$ cat src/rtl/apb_req_pkg.sv
package apb_req_pkg;
  typedef enum logic [1:0] {
    ST_IDLE   = 2'd0,
    ST_SETUP  = 2'd1,
    ST_ACCESS = 2'd2
  } xfer_state_t;
endpackage

$ cat src/rtl/apb_req_seq.sv
module apb_req_seq
  import apb_req_pkg::*;
(
  input  logic        clk,
  input  logic        rst,
  input  logic        cmd_valid,
  input  logic        pready,
  output xfer_state_t state_d,
  output logic        cmd_ready,
  output logic        accept,
  output logic        complete
);
  xfer_state_t state_q;

  assign complete  = (state_q == ST_ACCESS) && pready;
  assign cmd_ready = (state_q == ST_IDLE) || complete;
  assign accept    = cmd_valid && cmd_ready;

  always_comb begin
    state_d = state_q;
    unique case (state_q)
      ST_IDLE:   if (accept) state_d = ST_SETUP;
      ST_SETUP:  state_d = ST_ACCESS;
      ST_ACCESS: if (pready) state_d = accept ? ST_SETUP : ST_IDLE;
      default:   state_d = ST_IDLE;
    endcase
  end

  always_ff @(posedge clk) begin
    if (rst) state_q <= ST_IDLE;
    else     state_q <= state_d;
  end
endmodule

$ cat src/rtl/apb_req_drv.sv
module apb_req_drv
  import apb_req_pkg::*;
#(
  parameter int ADDR_W = 12,
  parameter int DATA_W = 32,
  localparam int STRB_W = DATA_W / 8
) (
  input  logic              clk,
  input  logic              rst,
  input  logic              accept,
  input  xfer_state_t       state_d,
  input  logic              cmd_write,
  input  logic [ADDR_W-1:0] cmd_addr,
  input  logic [DATA_W-1:0] cmd_wdata,
  input  logic [STRB_W-1:0] cmd_strb,
  input  logic [2:0]        cmd_prot,
  output logic              psel,
  output logic              penable,
  output logic [ADDR_W-1:0] paddr,
  output logic              pwrite,
  output logic [DATA_W-1:0] pwdata,
  output logic [STRB_W-1:0] pstrb,
  output logic [2:0]        pprot
);
  logic [DATA_W-1:0] wdata_m;
  logic [STRB_W-1:0] strb_m;

  // Per-lane clearing of write payload on reads.
  for (genvar g = 0; g < STRB_W; g++) begin : g_lane
    assign wdata_m[g*8 +: 8] = cmd_write ? cmd_wdata[g*8 +: 8] : 8'h00;
    assign strb_m[g]         = cmd_write & cmd_strb[g];
  end

  always_ff @(posedge clk) begin
    if (rst) begin
      psel    <= 1'b0;
      penable <= 1'b0;
    end else begin
      psel    <= (state_d != ST_IDLE);
      penable <= (state_d == ST_ACCESS);
    end
  end

  always_ff @(posedge clk) begin
    if (rst) begin
      paddr  <= '0;
      pwrite <= 1'b0;
      pwdata <= '0;
      pstrb  <= '0;
      pprot  <= '0;
    end else if (accept) begin
      paddr  <= cmd_addr;
      pwrite <= cmd_write;
      pwdata <= wdata_m;
      pstrb  <= strb_m;
      pprot  <= cmd_prot;
    end
  end
endmodule

$ cat src/rtl/apb_req_rsp.sv
module apb_req_rsp #(
  parameter int DATA_W = 32
) (
  input  logic              clk,
  input  logic              rst,
  input  logic              complete,
  input  logic              pwrite,
  input  logic [DATA_W-1:0] prdata,
  input  logic              pslverr,
  output logic              rsp_valid,
  output logic [DATA_W-1:0] rsp_rdata,
  output logic              rsp_err
);
  always_ff @(posedge clk) begin
    if (rst) begin
      rsp_valid <= 1'b0;
      rsp_rdata <= '0;
      rsp_err   <= 1'b0;
    end else begin
      rsp_valid <= complete;
      if (complete) begin
        rsp_rdata <= pwrite ? '0 : prdata;
        rsp_err   <= pslverr;
      end
    end
  end
endmodule

$ cat src/rtl/apb_req_ctrl.sv
module apb_req_ctrl
  import apb_req_pkg::*;
#(
  parameter int ADDR_W = 12,
  parameter int DATA_W = 32,
  localparam int STRB_W = DATA_W / 8
) (
  input  logic              clk,
  input  logic              rst,
  input  logic              cmd_valid,
  output logic              cmd_ready,
  input  logic              cmd_write,
  input  logic [ADDR_W-1:0] cmd_addr,
  input  logic [DATA_W-1:0] cmd_wdata,
  input  logic [STRB_W-1:0] cmd_strb,
  input  logic [2:0]        cmd_prot,
  output logic              rsp_valid,
  output logic [DATA_W-1:0] rsp_rdata,
  output logic              rsp_err,
  output logic              psel,
  output logic              penable,
  output logic [ADDR_W-1:0] paddr,
  output logic              pwrite,
  output logic [DATA_W-1:0] pwdata,
  output logic [STRB_W-1:0] pstrb,
  output logic [2:0]        pprot,
  input  logic              pready,
  input  logic [DATA_W-1:0] prdata,
  input  logic              pslverr
);
  xfer_state_t state_d;
  logic        accept;
  logic        complete;

  apb_req_seq u_seq (
    .clk       (clk),
    .rst       (rst),
    .cmd_valid (cmd_valid),
    .pready    (pready),
    .state_d   (state_d),
    .cmd_ready (cmd_ready),
    .accept    (accept),
    .complete  (complete)
  );

  apb_req_drv #(.ADDR_W(ADDR_W), .DATA_W(DATA_W)) u_drv (
    .clk       (clk),
    .rst       (rst),
    .accept    (accept),
    .state_d   (state_d),
    .cmd_write (cmd_write),
    .cmd_addr  (cmd_addr),
    .cmd_wdata (cmd_wdata),
    .cmd_strb  (cmd_strb),
    .cmd_prot  (cmd_prot),
    .psel      (psel),
    .penable   (penable),
    .paddr     (paddr),
    .pwrite    (pwrite),
    .pwdata    (pwdata),
    .pstrb     (pstrb),
    .pprot     (pprot)
  );

  apb_req_rsp #(.DATA_W(DATA_W)) u_rsp (
    .clk       (clk),
    .rst       (rst),
    .complete  (complete),
    .pwrite    (pwrite),
    .prdata    (prdata),
    .pslverr   (pslverr),
    .rsp_valid (rsp_valid),
    .rsp_rdata (rsp_rdata),
    .rsp_err   (rsp_err)
  );
endmodule

$ cat config.mk
export PLATFORM = sky130hd
export DESIGN_NAME = apb_req_ctrl
export DESIGN_NICKNAME = d
export VERILOG_FILES = /design/src/rtl/apb_req_pkg.sv /design/src/rtl/apb_req_seq.sv /design/src/rtl/apb_req_drv.sv /design/src/rtl/apb_req_rsp.sv /design/src/rtl/apb_req_ctrl.sv
export SDC_FILE = /design/constraint.sdc
export NUM_CORES = 1
export LEC_CHECK = 0
export BUFFER_PORTS_ARGS = -buffer_cell sky130_fd_sc_hd__buf_2
export CAP_MARGIN = 20
export CORE_ASPECT_RATIO = 1.75
export CORE_MARGIN = 1
export CORE_UTILIZATION = 46
export DETAILED_ROUTE_END_ITERATION = 12
export PLACE_DENSITY_LB_ADDON = 0.08
export SLEW_MARGIN = 20
export SYNTH_ARGS = -nofsm -noshare
export SYNTH_HDL_FRONTEND = slang
export SYNTH_HIERARCHICAL = 1
export SYNTH_SLANG_ARGS = --single-unit
$ cat constraint.sdc
create_clock -name clk -period 1.8 [get_ports clk]
set_input_delay 0.18 -clock clk [delete_from_list [all_inputs] [get_ports clk]]
set_output_delay 0.18 -clock clk [all_outputs]
set_load 0.02 [all_outputs]
# [After elaboration in Yosys (flattened, before gate mapping)]
# Cells that the tools add are included.
[totals] wordCells=32 input_bits=89 out_inout_bits=89 regBits=90
[classes] bitwise_logic=4 reduce_logical=5 muxes=9 eq_ne=3
[ops] operator="2-to-1 mux 32 bit" n=1
[ops] operator="2-to-1 mux 8 bit" n=4
[ops] operator="one-hot mux 2 bit (3 select lines)" n=1
[ops] operator="bitwise AND 1 bit" n=4
[ops] operator="== test 2 bit, second input constant" n=2
[ops] operator="2-to-1 mux 2 bit" n=2
[ops] operator="== test 2 x 1 -> 1 bit, second input constant" n=1
[ops] operator="logical AND 1 bit" n=2
[ops] operator="logical NOT 2 bit" n=1
[ops] operator="nonzero test 2 bit" n=1
[ops] operator="logical OR 1 bit" n=1
[ops] operator="2-to-1 mux 1 bit" n=1

# [Logic depth before layout (Yosys ltp)]
[logic_depth] ltp_word=8 depth_mapped=7

# [Cells and area by module]
# The synthesis kept the hierarchy.
[modules_own_cells] module="apb_req_drv" instances=1 seq_area_each_um2=1081.0 cells_each=217 area_each_um2=2233.4
[modules_own_cells] module="apb_req_rsp" instances=1 seq_area_each_um2=680.7 cells_each=147 area_each_um2=1392.6
[modules_own_cells] module="apb_req_seq" instances=1 seq_area_each_um2=40.0 cells_each=14 area_each_um2=120.1

# [Worst setup path before layout]
# Ideal clock, no wire load.
[synth_path] path_kind="register -> register" start="register u_seq.state_q[1]" end="register u_drv.paddr[0]" setup_time_ns=0.128 arrival_time_ns=1.174 required_ns=1.672 path_slack_ns=0.499 path_stages_with_launch=7 period_less_slack_ns=1.301 path_cell_list="dfxtp_1 -> nor2b_2 -> nor3b_1 -> buf_4 -> buf_4 -> mux2i_1 -> nor2_1"
[synth_between] elab_chain_cells=4 elab_cells_between_ends=5 cone_classes="eq/ne (1); reduce/logical (4)"
[synth_rtl] element="start, declared" line="apb_req_seq.sv:13" source="xfer_state_t state_q;"
[synth_rtl] element="start signal, assigned" line="apb_req_seq.sv:31" source="else state_q <= state_d;"
[synth_rtl] element="== test 2 bit" line="apb_req_seq.sv:15" source="assign complete = (state_q == ST_ACCESS) && pready;"
[synth_rtl] element="logical AND 1 bit" line="apb_req_seq.sv:15"
[synth_rtl] element="logical OR 1 bit *" line="apb_req_seq.sv:16" source="assign cmd_ready = (state_q == ST_IDLE) || complete;"
[synth_rtl] element="logical AND 1 bit *" line="apb_req_seq.sv:17" source="assign accept = cmd_valid && cmd_ready;"
[synth_rtl] element="named net accept" line="apb_req_ctrl.sv:32" source="logic accept;"
[synth_rtl] element="end signal, assigned" line="apb_req_drv.sv:52" source="paddr <= cmd_addr;"
[synth_rtl] element="end, declared" line="apb_req_drv.sv:19" source="output logic [ADDR_W-1:0] paddr,"
# Mark *: on every way through the listed nets, which the timed path passes. The rest lies on a longest branch.
# A chain may end at the register's enable or synchronous reset.

# [Final worst setup path]
[layout_path] start="register u_seq.state_q[1]" end="register u_drv.pprot[2]"
[layout_between] elab_chain_cells=4 elab_cells_between_ends=5 cone_classes="eq/ne (1); reduce/logical (4)"
[layout_rtl] element="== test 2 bit" line="apb_req_seq.sv:15"
[layout_rtl] element="logical AND 1 bit" line="apb_req_seq.sv:15"
[layout_rtl] element="logical OR 1 bit *" line="apb_req_seq.sv:16"
[layout_rtl] element="logical AND 1 bit *" line="apb_req_seq.sv:17"
[layout_rtl] element="named net accept" line="apb_req_ctrl.sv:32"
[layout_rtl] element="end signal, assigned" line="apb_req_drv.sv:56" source="pprot <= cmd_prot;"
[layout_rtl] element="end, declared" line="apb_req_drv.sv:23" source="output logic [2:0] pprot"
# Marked as above.

==> metrics.yaml <==
worst-path-max-fanout: 50
pwr_density_cell_mw_per_mm2: 967
period_minus_slack_ns: 1.54
cts_root_buf: "clkbuf_16"
ant_nets: 0
hp-class: "input port to flop"
dieWidth_um: 70.2
finalMaxSlewViolations: 0
initial_core_util_pct: 47.4
critPathCaptureType: "flop"
worstMarginPinSlew_ns: 0.592
drt_iter0_drc: 131
area_delta_synth_final_pct: 32.8
grt_pass1_wl_mm: 13.4
num_vias: 3156
timing.hold.ws_ns: 0.0883
cp_slowest_cell: "nor3b_2"
rrSetupSlack_ns: 0.26
start_kind: "flop"
synthTopCellsByArea: "dfxtp_1, nand2b_1, a21oi_1"
synth-seq-area-share_pct: 48.1
final_hold_viol_count: 0
syn-cell-area_mm2: 0.00375
path_delay_family: "simple AND/OR/NAND/NOR gates"
layout-drive-gt1-share_pct: 45.0
core_mm2: 0.00791
p_leak_nw: 2.16
yosysMostFrequentCell: "dfxtp_1"
yosysWarnings: 6
drcViolationCount: 0
setup-violations-final: 0
ys_ff_latch: 90
synthCells: 378
multiInputGateArea_mm2: 0.00171
gr-max-usage-layer: "met2"
wl_per_cell_um: 13.0
grtUsageMet3_pct: 5.15
clk_pin_slew_ns: 0.06
cts_resized: 0
drv_cap: 0
slew_headroom_pct: 60.5
grt_max_degree: 58
fmax_mhz: 648
h-tree-depth: 3
criticalPathCategory: "flop to flop"
dr.pass1.iters: 4
grt_use_met2_pct: 34.0
avgSynthCellArea_um2: 9.91
skew_ns: 0.00470
num_io_pins: 178
cts_buffers: 9
ir_drop_uv: 553
synth_edf_count: 0
outcome: "completed"
fillers: 703
antenna_found_initial: 0
fin_crit_sh_pct: 85.7
grt_pass1_vias: 2926
tns_ns: 0
required_ns: 2.02
cp_num_buf_inv: 1
post_cts_buffers: 0
die_area_mm2: 0.00852
n_antenna_cell: 0
grt_usage_pct: 19.4
cts_sinks: 90
die_height_um: 121
rows: 43
total_power_mw: 4.81
synth_nets: 467
synth_top_flop_cell: "dfxtp_1"
fin_nets: 629
place.gp.congestion: 0.727
synth_commonest_cells: "dfxtp_1, nand2b_1, a21oi_1"
ys_async_sr_fraction_pct: 0
path_cells: "nor2b_2 -> nor3b_2 -> buf_12 -> mux2i_1 -> nor2_1"
clock_latency_ns: 0.33
hold_buffers: 0
slowest_delay_ns: 0.36
portBuffers: 177
cts_tree: "yes"
register_area_mm2: 0.00180
ys_types: 24
worst_ep_arrival_time_ns: 1.76
finalWirelength_mm: 8.23
rsz0062_at_grt: "no"
dp.final_hpwl_mm: 5.76
cts_buffer_depth: 2
via_per_inst: 4.97
synth_top_area_share_pct: 48.1
grtUsageMet1_pct: 22.3
grt-ovfl-total: 0
yosysTopAreaCell: "dfxtp_1"
-- layer usage --
layer | wire, um | up-vias
li1 | - | 1590
met1 | 3360 | 1450
met2 | 4220 | 108
met3 | 557 | 8
met4 | 103 | 0
met5 | 0 | -
-- registers in the layout, indices dropped and copies added (netlist names), 2 cells and up --
signal,cells
u_drv/paddr,12
u_drv/pprot,3
u_drv/pstrb,4
u_drv/pwdata,32
u_rsp/rsp_rdata,32
u_seq/state_q,2
-- kinds of logic (layout without fill, tap and decap cells) --
| logic type | after synthesis | count (layout) | share of synthesized area (%) |
|---|---|---|---|
| buffers and inverters | 35 | 202 | 6.71 |
| AND/OR/NAND/NOR | 166 | 166 | 29.3 |
| flip-flops | 90 | 90 | 48.1 |
| multiplexers | 17 | 17 | 4.54 |
| AO/OA/AOI/OAI | 70 | 70 | 11.4 |
-- cell usage in the layout (no fill, tap or decap) --
cell          n
a21oi_1      48
a21oi_2      20
buf_12        5
buf_2       176
buf_4         4
bufinv_16     3
clkbuf_16     9
clkinv_2      2
clkinvlp_4    1
dfxtp_1      90
inv_1         1
inv_6         1
mux2i_1      17
nand2b_1     70
nand3_1      16
nand3_2      20
nand3b_1     32
nor2_1       20
nor2_4        1
nor2b_1       1
nor2b_2       1
nor3b_1       2
nor3b_2       1
nor4b_2       1
o21ai_1       1
o22ai_1       1
or2_1         1
-- worst reg2reg max path, cell delays in order (launching register included) --
cell and delay, ns:
dfxtp_1 0.32, nor2b_2 0.18, nor3b_2 0.36, buf_12 0.28, mux2i_1 0.25, nor2_1 0.05
-- cell type report --
class	count	share of cell area, %
clock buffer	9	4.53
clock inverter	7	2.34
inverter	1	0.0754
multi-input combinational	253	34.3
sequential	90	36.2
tap	90	2.26
timing repair buffer	185	20.3
-- final timing paths --
check,startpoint,endpoint,cells after the start
max,u_seq/state_q[1]$_SDFF_PP0_,u_drv/pprot[2]$_SDFFE_PP0P_,5
min,cmd_prot[2],u_drv/pprot[2]$_SDFFE_PP0P_,3
max reg2reg,u_seq/state_q[1]$_SDFF_PP0_,u_drv/pprot[2]$_SDFFE_PP0P_,5
min reg2reg,u_drv/pwdata[4]$_SDFFE_PP0P_,u_drv/pwdata[4]$_SDFFE_PP0P_,2
-- power by group --
group | internal [mW] | switching (mW) | leakage [nW]
Combinational | 0.266 | 0.340 | 1.26
Sequential | 2.07 | 0.0371 | 0.732
Clock | 1.36 | 0.746 | 0.166
-- per-stage QoR --
step / util (%) / setup slack, ns / std cells / instance area, um2
2_1_floorplan: - / 0.499 / 378 / 3750
3_3_place_gp: 58.6 / 0.300 / 619 / 4630
3_5_place_dp: 58.6 / 0.249 / 619 / 4630
4_1_cts: 62.9 / 0.242 / 635 / 4980
5_1_grt: 62.9 / 0.134 / 635 / 4980
6_report: 62.9 / 0.257 / 635 / 4980
Power figures use the tool's default switching activity.
